[src/rtl/spi_xfer_pkg.sv]
// Shared types for the SPI transfer engine.
// Assumes nothing beyond IEEE 1800-2017.
package spi_xfer_pkg;

    // Burst sequencer states
    typedef enum logic [1:0] {
        ST_IDLE,   // no burst
        ST_FETCH,  // waiting for a transmit byte (half period before edges)
        ST_SHIFT,  // producing clock edges for one byte
        ST_TRAIL   // last half period before the select line is released
    } xfer_state_t;

endpackage

[src/rtl/spi_burst_ctrl.sv]
// Burst sequencer: counts bytes and clock edges, stalls on an empty
// transmit FIFO and raises the completion pulse.
// Assumes half_tick is a single-cycle strobe per half bit period.
module spi_burst_ctrl
    import spi_xfer_pkg::*;
#(
    parameter int DATA_W = 8,
    parameter int CNT_W  = 8,
    parameter int EDGE_W = $clog2(2 * DATA_W)
) (
    input  logic              clk,
    input  logic              rst_n,
    input  logic              enable,
    input  logic              soft_rst,
    input  logic              xch_set,
    input  logic [CNT_W-1:0]  burst_len,
    input  logic              tick,
    input  logic              tx_empty,
    output xfer_state_t       state,
    output logic              tx_pop,
    output logic              edge_tick,
    output logic [EDGE_W-1:0] edge_idx,
    output logic              byte_end,
    output logic              sclk_phase,
    output logic              busy,
    output logic              done
);

    localparam logic [EDGE_W-1:0] LAST_EDGE = EDGE_W'(2 * DATA_W - 1);

    logic             halt;
    logic [CNT_W-1:0] remaining;

    // Decode the per-cycle strobes from state and the half-period tick
    always_comb begin
        halt       = !enable || soft_rst;
        tx_pop     = (state == ST_FETCH) && tick && !tx_empty && !halt;
        edge_tick  = (state == ST_SHIFT) && tick && !halt;
        byte_end   = edge_tick && (edge_idx == LAST_EDGE);
        sclk_phase = edge_idx[0];
        busy       = (state != ST_IDLE);
    end

    // Sequence a burst: start, fetch, shift, trail, with abort on halt
    always_ff @(posedge clk) begin
        if (!rst_n) begin
            state     <= ST_IDLE;
            remaining <= '0;
            edge_idx  <= '0;
            done      <= 1'b0;
        end else begin
            done <= 1'b0;
            if (halt) begin
                state     <= ST_IDLE;
                remaining <= '0;
                edge_idx  <= '0;
            end else begin
                unique case (state)
                    ST_IDLE: begin
                        if (xch_set && (burst_len != '0)) begin
                            remaining <= burst_len;
                            state     <= ST_FETCH;
                        end
                    end
                    ST_FETCH: begin
                        if (tx_pop) state <= ST_SHIFT;
                    end
                    ST_SHIFT: begin
                        if (byte_end) begin
                            edge_idx  <= '0;
                            remaining <= remaining - 1'b1;
                            state     <= (remaining == CNT_W'(1)) ? ST_TRAIL : ST_FETCH;
                        end else if (edge_tick) begin
                            edge_idx <= edge_idx + 1'b1;
                        end
                    end
                    ST_TRAIL: begin
                        if (tick) begin
                            state <= ST_IDLE;
                            done  <= 1'b1;
                        end
                    end
                    default: state <= ST_IDLE;
                endcase
            end
        end
    end

    // An empty FIFO freezes the clock phase and keeps the burst waiting
    p_stall_r9: assert property (@(posedge clk) disable iff (!rst_n)
        (state == ST_FETCH && tx_empty && enable && !soft_rst)
        |=> (state == ST_FETCH && $stable(edge_idx)));

    // Active fetch or shift always has bytes left to move
    p_count_live_r6: assert property (@(posedge clk) disable iff (!rst_n)
        (state == ST_FETCH || state == ST_SHIFT) |-> (remaining != '0));

    // The completion pulse coincides with idle
    p_done_idle_r7: assert property (@(posedge clk) disable iff (!rst_n)
        done |-> (state == ST_IDLE));

    // Idle clock always rests at phase zero
    p_idle_phase_r3: assert property (@(posedge clk) disable iff (!rst_n)
        (state == ST_IDLE) |-> (edge_idx == '0));

    // A halt request lands the sequencer in idle on the next cycle
    p_halt_idle_r8: assert property (@(posedge clk) disable iff (!rst_n)
        (!enable || soft_rst) |=> (state == ST_IDLE && !done));

endmodule

[src/rtl/spi_bit_shifter.sv]
// Data path: transmit and receive shift registers with mode-dependent
// change/sample edges and selectable bit order.
// Assumes cpha and lsb_first are stable for the duration of a burst.
module spi_bit_shifter #(
    parameter int DATA_W = 8,
    parameter int EDGE_W = $clog2(2 * DATA_W)
) (
    input  logic              clk,
    input  logic              rst_n,
    input  logic              cpha,
    input  logic              lsb_first,
    input  logic              load,
    input  logic [DATA_W-1:0] tx_data,
    input  logic              edge_tick,
    input  logic [EDGE_W-1:0] edge_idx,
    input  logic              byte_end,
    input  logic              miso,
    output logic              mosi,
    output logic [DATA_W-1:0] rx_data,
    output logic              rx_push
);

    localparam logic [EDGE_W-1:0] LAST_EDGE = EDGE_W'(2 * DATA_W - 1);

    logic [DATA_W-1:0] tx_sr;
    logic [DATA_W-1:0] rx_sr;
    logic [DATA_W-1:0] rx_shifted;
    logic [DATA_W-1:0] rx_nxt;
    logic              leading;
    logic              drive_now;
    logic              sample_now;

    // Choose which edges move data out and which capture data in
    always_comb begin
        leading    = !edge_idx[0];
        drive_now  = edge_tick && (cpha ? (leading && (edge_idx != '0))
                                        : (!leading && (edge_idx != LAST_EDGE)));
        sample_now = edge_tick && (cpha ? !leading : leading);
        rx_shifted = lsb_first ? {miso, rx_sr[DATA_W-1:1]}
                               : {rx_sr[DATA_W-2:0], miso};
        rx_nxt     = sample_now ? rx_shifted : rx_sr;
        mosi       = lsb_first ? tx_sr[0] : tx_sr[DATA_W-1];
    end

    // Shift registers and the received-byte handoff
    always_ff @(posedge clk) begin
        if (!rst_n) begin
            tx_sr   <= '0;
            rx_sr   <= '0;
            rx_data <= '0;
            rx_push <= 1'b0;
        end else begin
            if (load) begin
                tx_sr <= tx_data;
            end else if (drive_now) begin
                tx_sr <= lsb_first ? (tx_sr >> 1) : (tx_sr << 1);
            end
            rx_sr   <= rx_nxt;
            rx_push <= byte_end;
            if (byte_end) rx_data <= rx_nxt;
        end
    end

    // Bytes take many cycles, so pushes never come back to back
    p_push_gap_r6: assert property (@(posedge clk) disable iff (!rst_n)
        rx_push |=> !rx_push);

    // Outgoing bit holds across every sampling edge
    p_mosi_hold_r4: assert property (@(posedge clk) disable iff (!rst_n)
        (sample_now && !load) |=> $stable(mosi));

endmodule

[src/rtl/spi_cs_decode.sv]
// Select-line decoder: one line per index, automatic or software level.
// Assumes CS_N does not exceed the range of the select field.
module spi_cs_decode #(
    parameter int CS_N  = 4,
    parameter int SEL_W = $clog2(CS_N)
) (
    input  logic             clk,
    input  logic             rst_n,
    input  logic             enable,
    input  logic             busy,
    input  logic             manual,
    input  logic             level,
    input  logic [SEL_W-1:0] sel,
    output logic [CS_N-1:0]  cs_n
);

    logic line_val;

    // Level the selected line takes in the current mode
    always_comb begin
        line_val = manual ? level : !busy;
    end

    // Drive each line high unless it is the enabled, selected one
    for (genvar gi = 0; gi < CS_N; gi++) begin : g_line
        assign cs_n[gi] = (enable && (sel == SEL_W'(gi))) ? line_val : 1'b1;
    end

    // Never more than one select line low
    p_one_low_r1: assert property (@(posedge clk) disable iff (!rst_n)
        $countones(~cs_n) <= 1);

    // Disabled engine releases every line
    p_disabled_high_r2: assert property (@(posedge clk) disable iff (!rst_n)
        !enable |-> (cs_n == '1));

endmodule

[src/rtl/spi_xfer_engine.sv]
// Top of the SPI master transfer engine: sequencer, shifter and
// select decoder, plus the idle-level clock output.
// Assumes configuration is held steady while xch_busy is high and the
// FIFOs sit outside this block.
module spi_xfer_engine
    import spi_xfer_pkg::*;
#(
    parameter int DATA_W = 8,
    parameter int CNT_W  = 8,
    parameter int CS_N   = 4,
    parameter int SEL_W  = $clog2(CS_N)
) (
    input  logic              clk,
    input  logic              rst_n,
    input  logic              cfg_enable,
    input  logic              cfg_soft_rst,
    input  logic              cfg_cpol,
    input  logic              cfg_cpha,
    input  logic              cfg_lsb_first,
    input  logic [SEL_W-1:0]  cfg_cs_sel,
    input  logic              cfg_cs_manual,
    input  logic              cfg_cs_level,
    input  logic [CNT_W-1:0]  burst_len,
    input  logic              xch_set,
    output logic              xch_busy,
    input  logic              half_tick,
    input  logic              tx_empty,
    input  logic [DATA_W-1:0] tx_data,
    output logic              tx_pop,
    output logic [DATA_W-1:0] rx_data,
    output logic              rx_push,
    output logic              spi_sclk,
    output logic              spi_mosi,
    input  logic              spi_miso,
    output logic [CS_N-1:0]   spi_cs_n,
    output logic              xfer_done
);

    localparam int EDGE_W = $clog2(2 * DATA_W);

    xfer_state_t       state;
    logic              edge_tick;
    logic [EDGE_W-1:0] edge_idx;
    logic              byte_end;
    logic              sclk_phase;

    spi_burst_ctrl #(.DATA_W(DATA_W), .CNT_W(CNT_W), .EDGE_W(EDGE_W)) i_ctrl (
        .clk        (clk),
        .rst_n      (rst_n),
        .enable     (cfg_enable),
        .soft_rst   (cfg_soft_rst),
        .xch_set    (xch_set),
        .burst_len  (burst_len),
        .tick       (half_tick),
        .tx_empty   (tx_empty),
        .state      (state),
        .tx_pop     (tx_pop),
        .edge_tick  (edge_tick),
        .edge_idx   (edge_idx),
        .byte_end   (byte_end),
        .sclk_phase (sclk_phase),
        .busy       (xch_busy),
        .done       (xfer_done)
    );

    spi_bit_shifter #(.DATA_W(DATA_W), .EDGE_W(EDGE_W)) i_shift (
        .clk       (clk),
        .rst_n     (rst_n),
        .cpha      (cfg_cpha),
        .lsb_first (cfg_lsb_first),
        .load      (tx_pop),
        .tx_data   (tx_data),
        .edge_tick (edge_tick),
        .edge_idx  (edge_idx),
        .byte_end  (byte_end),
        .miso      (spi_miso),
        .mosi      (spi_mosi),
        .rx_data   (rx_data),
        .rx_push   (rx_push)
    );

    spi_cs_decode #(.CS_N(CS_N), .SEL_W(SEL_W)) i_cs (
        .clk    (clk),
        .rst_n  (rst_n),
        .enable (cfg_enable),
        .busy   (xch_busy),
        .manual (cfg_cs_manual),
        .level  (cfg_cs_level),
        .sel    (cfg_cs_sel),
        .cs_n   (spi_cs_n)
    );

    // Serial clock: phase counter bit folded with the idle polarity
    always_comb begin
        spi_sclk = cfg_cpol ^ sclk_phase;
    end

    // Clock rests at the polarity level whenever no burst runs
    p_sclk_idle_r3: assert property (@(posedge clk) disable iff (!rst_n)
        !xch_busy |-> (spi_sclk == cfg_cpol));

    // Automatic select releases together with the completion pulse
    p_cs_release_r10: assert property (@(posedge clk) disable iff (!rst_n)
        xfer_done |-> (spi_cs_n == '1 || cfg_cs_manual));

endmodule

[config.mk]
export PLATFORM = sky130hd
export DESIGN_NAME = spi_xfer_engine
export DESIGN_NICKNAME = d
export VERILOG_FILES = /design/src/rtl/spi_xfer_pkg.sv /design/src/rtl/spi_burst_ctrl.sv /design/src/rtl/spi_bit_shifter.sv /design/src/rtl/spi_cs_decode.sv /design/src/rtl/spi_xfer_engine.sv
export SDC_FILE = /design/constraint.sdc
export NUM_CORES = 1
export LEC_CHECK = 0
export CAP_MARGIN = 10
export CORE_MARGIN = 2
export CORE_UTILIZATION = 51
export DETAILED_ROUTE_END_ITERATION = 7
export PLACE_DENSITY = 0.8
export SYNTH_ARGS = -nofsm -noshare
export SYNTH_HDL_FRONTEND = slang
export SYNTH_SLANG_ARGS = --single-unit
[constraint.sdc]
create_clock -name clk -period 1.8 [get_ports clk]
set_input_delay 0.18 -clock clk [delete_from_list [all_inputs] [get_ports clk]]
set_output_delay 0.18 -clock clk [all_outputs]
set_load 0.005 [all_outputs]
* Word level (Yosys, flattened, before mapping)
Cells that the tools add are included.
** Word-level totals
- Output and inout bits :: 18
- Bits in latches :: 0
- Logic and storage cells :: 85
- Memories kept :: 0
- Memory bits (read-only) :: 0
- Memory bits (writable) :: 0
- Flip-flop bits (word level) :: 40
** Operators by class
- Multiplexer cells :: 25
- Multipliers :: 0
- Div/mod/pow operators :: 0
- $lt $le $gt $ge :: 0
- Equality and inequality tests :: 13
- Bitwise operators :: 3
- Shift-type cells :: 0
- Reduce and logical (&&, ||, !) cells :: 34
- Add/subtract/negate cells :: 2
** Operator list (count)
- 2-to-1 mux 8 bit :: 7
- one-hot mux 8 bit (2 select lines) :: 1
- logical AND 1 bit :: 15
- 2-to-1 mux 2 bit :: 5
- 2-to-1 mux 1 bit :: 9
- equality test 2 bit (second input constant) :: 4
- equality test 8 x 1 -> 1 bit (second input constant) :: 1
- 2-to-1 mux 4 bit :: 2
- one-hot mux 2 bit (4 select lines) :: 1
- nonzero test 2 bit :: 4
- nonzero test 8 bit :: 1
- subtractor 8 x 1 -> 8 bit (second input constant) :: 1
- zero test 1 bit :: 5
- adder 4 x 1 -> 4 bit (second input constant) :: 1
- equality test 2 x 1 -> 1 bit (second input constant) :: 2
- equality test 4 bit (second input constant) :: 1
- zero test 2 bit :: 2
- != test 2 x 1 -> 1 bit (second input constant) :: 2
- != test 2 bit (second input constant) :: 2
- != test 4 bit (second input constant) :: 1
- AND reduction 4 bit :: 1
- nonzero test 4 bit :: 1
- AND reduction 3 bit :: 1
- OR reduction 3 bit :: 1
- 5 further kinds :: 6

* Depth between registers and ports, before layout
- Depth after elaboration :: 7
- Gate-level depth with buffers :: 7
- Gate-level depth less buffers :: 6

* Hierarchy
A second synthesis with hierarchy kept.
** Unflattened totals
- Cell total of the unflattened synthesis :: 270
- Area, all modules :: 2479.9 sq um
** By module, submodules not included
- spi_bit_shifter :: instances 1, cells an instance 135, sequential area each 500.5 sq um, area an instance 1377.6 sq um
- spi_burst_ctrl :: instances 1, cells an instance 125, sequential area each 300.3 sq um, area an instance 1036.0 sq um
- spi_cs_decode :: instances 1, cells an instance 9, sequential area each 0.0 sq um, area an instance 57.6 sq um
- spi_xfer_engine :: instances 1, cells an instance 1, sequential area each 0.0 sq um, area an instance 8.8 sq um

* Least setup slack after synthesis
Ideal clock, no wire load.
- Path type :: register -> register
- From :: reg i_ctrl.edge_idx[0]
- To :: reg i_ctrl.remaining[4]
- Stages on the path, launching flop included :: 8
- Data required time :: 1726 ps
- Path slack :: 176 ps
- Path buffers :: 2
- Data arrival time :: 1550 ps
- Cell sequence :: dfxtp_1 ha_1 and3_1 buf_2 nand3_1 buf_4 a221o_2 o21ai_0
** Between the ends
- Word-level cells in the longest chain between the ends :: 4
** Ends and longest elaborated chain
- start, declared :: line spi_burst_ctrl.sv:22 : output logic [EDGE_W-1:0] edge_idx,
- start signal, assigned :: line spi_burst_ctrl.sv:74 : edge_idx <= edge_idx + 1'b1;
- equality test 4 bit :: line spi_burst_ctrl.sv:39 : byte_end = edge_tick && (edge_idx == LAST_EDGE);
- logical AND 1 bit :: line spi_burst_ctrl.sv:39
- != test 2 x 1 -> 1 bit (no source line)
- AND reduction 3 bit (no source line)
- end signal, assigned :: line spi_burst_ctrl.sv:61 : remaining <= burst_len;
- end signal, assigned :: line spi_burst_ctrl.sv:71 : remaining <= remaining - 1'b1;
- end, declared :: line spi_burst_ctrl.sv:32 : logic [CNT_W-1:0] remaining;
No other way between the ends.
A chain may end at the register's enable or synchronous reset.

* Final worst setup path
- From :: reg i_ctrl.state[1]
- To :: out spi_cs_n[2]
** Between the ends
- Word-level cells in the longest chain between the ends :: 4
** Ends and longest elaborated chain
- start, declared :: line spi_burst_ctrl.sv:19 : output xfer_state_t state,
- start signal, assigned :: line spi_burst_ctrl.sv:72 : state <= (remaining == CNT_W'(1)) ? ST_TRAIL : ST_FETCH;
- nonzero test 2 bit :: line spi_burst_ctrl.sv:41 : busy = (state != ST_IDLE);
- zero test 1 bit :: line spi_cs_decode.sv:21 : line_val = manual ? level : !busy;
- 2-to-1 mux 1 bit :: line spi_cs_decode.sv:21
- 2-to-1 mux 1 bit :: line spi_cs_decode.sv:26 : assign cs_n[gi] = (enable && (sel == SEL_W'(gi))) ? line_val : 1'b1;
- end, declared :: line spi_xfer_engine.sv:35 : output logic [CS_N-1:0] spi_cs_n,
No other way between the ends.

==> flow_metrics.py <==
metrics = {
    "sta": {
        "slew-limit-headroom_pct": 68.6,
        "setup_viol": 0,
        "rsz0062_at_grt": "false",
        "worstMarginPinSlew_ns": 0.467,
        "max_freq_ghz": 0.585,
        "hold_ws_ns": 0.467,
        "final-max-slew-violation-count": 0,
        "post-route-period-util_pct": 95.0,
        "postLayoutSetupSlackWorst_ns": 0.0896,
        "period_needed_ns": 1.71,
        "hold_violations": 0,
        "finClkSkew_ns": 0.0131,
    },
    "clocking": {
        "cts_tree": "yes",
        "clkSinkCount": 40,
        "h-tree-depth": 2,
        "clock_latency_ns": 0.31,
        "clk_pin_slew_ns": 0.08,
        "root_buffer": "clkbuf_8",
        "cts_buffers": 5,
        "clock_path_buffers": 2,
    },
    "pwr": {
        "power_mw": 1.88,
        "powerDensity_nw_per_um2": 596,
        "p_int_mw": 1.44,
        "p_comb_share_pct": 12.1,
        "swShare_pct": 23.5,
        "total_leakage_power_nw": 1.25,
        "p_clk_share_pct": 40.6,
        "switching_power_mw": 0.443,
        "seq_power_share_pct": 47.4,
        "ir_worst_vdd_mv": 0.321,
    },
    "die": {
        "chipWidth_um": 70.5,
        "die_y_um": 70.5,
        "start_util_pct": 52.2,
        "core_area_um2": 4320,
        "pin_count": 49,
        "placementRows": 24,
        "die_area_um2": 4980,
    },
    "synth": {
        "syn_nets": 291,
        "synth_edf_count": 0,
        "yosysTopAreaCell": "dfxtp_1",
        "synth_top_cell_area_share_pct": 35.5,
        "synth_flop_cell": "dfxtp_1",
        "syn_inst": 256,
        "yosysWarnings": 0,
        "ys_ff_latch": 40,
        "avgSynthCellArea_um2": 8.82,
        "synth_area_leaders": "dfxtp_1 35%, mux2i_1 9.8%, mux2_2 4.5%",
        "synth.distinct_cells": 49,
        "syn_area_um2": 2260,
        "ys_seq_area_share_pct": 35.5,
        "async_flop_share_pct": 0,
    },
    "place": {
        "gp_congestion": 0.897,
        "portBuffers": 48,
        "hpwl_um": 4190,
        "dp_worst_setup_slack_ns": -0.137,
        "place_inst": 379,
    },
    "detailed_routing": {
        "ant_nets": 0,
        "viasPerCell": 5.80,
        "route.detailed.wl_per_inst_um": 14.7,
        "vias": 2244,
        "drt_wl_total_um": 5710,
        "drc": 0,
        "dr.pass1.iters": 5,
        "initialDrtViolationCount": 97,
    },
    "worst_setup_path": {
        "arrival_ns": 1.53,
        "critPathRequiredTime_ns": 1.62,
        "rr_startpoint": "i_ctrl.edge_idx[1]",
        "end_kind": "output pin",
        "start_kind": "flop",
        "worstRegToRegCells": 6,
        "cp_max_fo": 3,
        "path_class": "reg -> out",
        "reg2reg_setup_slack_ns": 0.15,
        "reg2reg_to": "i_ctrl.remaining[5]",
    },
    "finish": {
        "n_antenna_cell": 0,
        "fin_nets": 369,
        "fill_cells": 319,
        "regArea_um2": 803,
        "multi_input_area_um2": 1350,
        "final_common_cell": "clkdlybuf4s50_1",
        "most-common-layout-cells": "43 x clkdlybuf4s50_1, 38 x dfxtp_1, 37 x buf_4",
        "drive_above_1_share_pct": 21.5,
        "fin_cells": 387,
        "utilization_pct": 73.1,
        "area_growth_syn_to_layout_pct": 40.1,
    },
    "global_route": {
        "grt_pass1_vias": 2167,
        "grt.total_usage_pct": 24.0,
        "grt_overflow": 0,
        "grt_max_degree": 20,
        "grt_antenna_before_repair": 0,
        "grt_pass1_wl_um": 9760,
    },
    "worst_hold_path": {
        "whs_path_depth": 1,
        "hp-class": "reg -> reg",
        "hold_start": "i_shift.rx_data[0]",
        "min_to": "i_shift.rx_data[0]",
    },
    "outcome": {
        "status": "finished clean",
    },
    "job": {
        "cap_violations": 0,
    },
}
## cell usage after synthesis (2+ instances only)
cell type and instances:
a21o_1 2, a21oi_1 18, a221o_2 3, a22oi_1 3
a2bb2oi_1 2, a31oi_1 2, and2_1 3, and3_1 3
and3b_1 2, buf_2 4, buf_4 4, clkbuf_1 6
dfxtp_1 40, ha_1 4, inv_1 10, mux2_2 9
mux2i_1 22, nand2_1 23, nand2b_1 4, nand3_1 7
nand3b_1 2, nor2_1 13, nor2b_1 11, nor3_1 4
nor3b_1 2, o211ai_1 7, o21ai_0 12, o2bb2ai_1 8
o32ai_1 3, or3_1 2, or4_1 2, xor2_1 2
## repair_timing
item / CTS / global route
cloned: 0 / 0
buffers inserted: 0 / 0
endpoints found under the hold margin: 0 / 0
endpoints found under the setup margin: 5 / 7
resized for setup: 9 / 4
hold buffers: 0 / 0
pin swaps: 4 / 2
## kinds of logic (layout without fill, tap and decap cells)
| logic type | Yosys count | in the layout | synth area share, % |
|---|---|---|---|
| buffers and inverters | 26 | 105 | 5.54 |
| AO/OA/AOI/OAI | 68 | 68 | 21.4 |
| AND/OR/NAND/NOR | 85 | 85 | 20.4 |
| flip-flops | 40 | 40 | 35.5 |
| adder cells (fa/ha/maj) | 4 | 4 | 2.22 |
| XOR/XNOR | 2 | 2 | 0.776 |
| multiplexers | 31 | 31 | 14.2 |
## power groups by stage
stage	sequential (mW)	combinational (mW)	clock, mW
2_1_floorplan	0.912	0.0917	0
3_3_place_gp	0.913	0.222	0
3_5_place_dp	0.913	0.225	0
4_1_cts	0.892	0.225	0.774
5_1_grt	0.893	0.246	0.809
6_report	0.893	0.227	0.765
## how the worst max path moves through the flow
stage	cells after the start	start	to
global route	5	i_ctrl.state[1]	spi_cs_n[2]
floorplan	7	i_ctrl.edge_idx[0]	i_ctrl.remaining[4]
global placement	6	burst_len[6]	i_ctrl.remaining[0]
CTS	5	i_ctrl.state[1]	spi_cs_n[2]
finish	5	i_ctrl.state[1]	spi_cs_n[2]
detailed placement	6	burst_len[6]	i_ctrl.remaining[0]
## metrics by stage
step | setup TNS, ns | cell area [um2]
after floorplan | 0 | 2260
after global placement | -0.514 | 3030
after detailed placement | -1.34 | 3030
after CTS | 0 | 3150
after global routing | 0 | 3160
final | 0 | 3160
## critical path, cell delays in order (launching register included)
cell and delay, ns:
dfxtp_2 0.37, nor2_4 0.05, inv_1 0.06, o211ai_1 0.11, or3_1 0.37, dlygate4sd2_1 0.27
## per-layer routing
| metal | wire (um) | up-vias | track usage, % |
|---|---|---|---|
| met5 | 0 | - | 0 |
| met2 | 2650 | 101 | 38.6 |
| met1 | 2520 | 1040 | 32.4 |
| met4 | 115 | 0 | 8.39 |
| met3 | 424 | 12 | 4.99 |
| li1 | - | 1091 | - |
## cell type report
class / count / area share, %
Clock buffer: 5 / 2.18
Clock inverter: 3 / 1.46
Inverter: 10 / 1.19
Multi-Input combinational cell: 190 / 42.6
Sequential cell: 40 / 25.4
Tap cell: 52 / 2.06
Timing Repair Buffer: 87 / 25.1
## registers in the layout, indices dropped and copies added (netlist names)
| name | flops |
|---|---|
| i_ctrl.remaining | 8 |
| i_shift.rx_data | 8 |
| i_shift.rx_sr | 8 |
| i_shift.tx_sr | 8 |
| i_ctrl.edge_idx | 4 |
| i_ctrl.state | 2 |
| i_ctrl.done | 1 |
| i_shift.rx_push | 1 |
No activity file was read; power rests on OpenSTA's default activity.
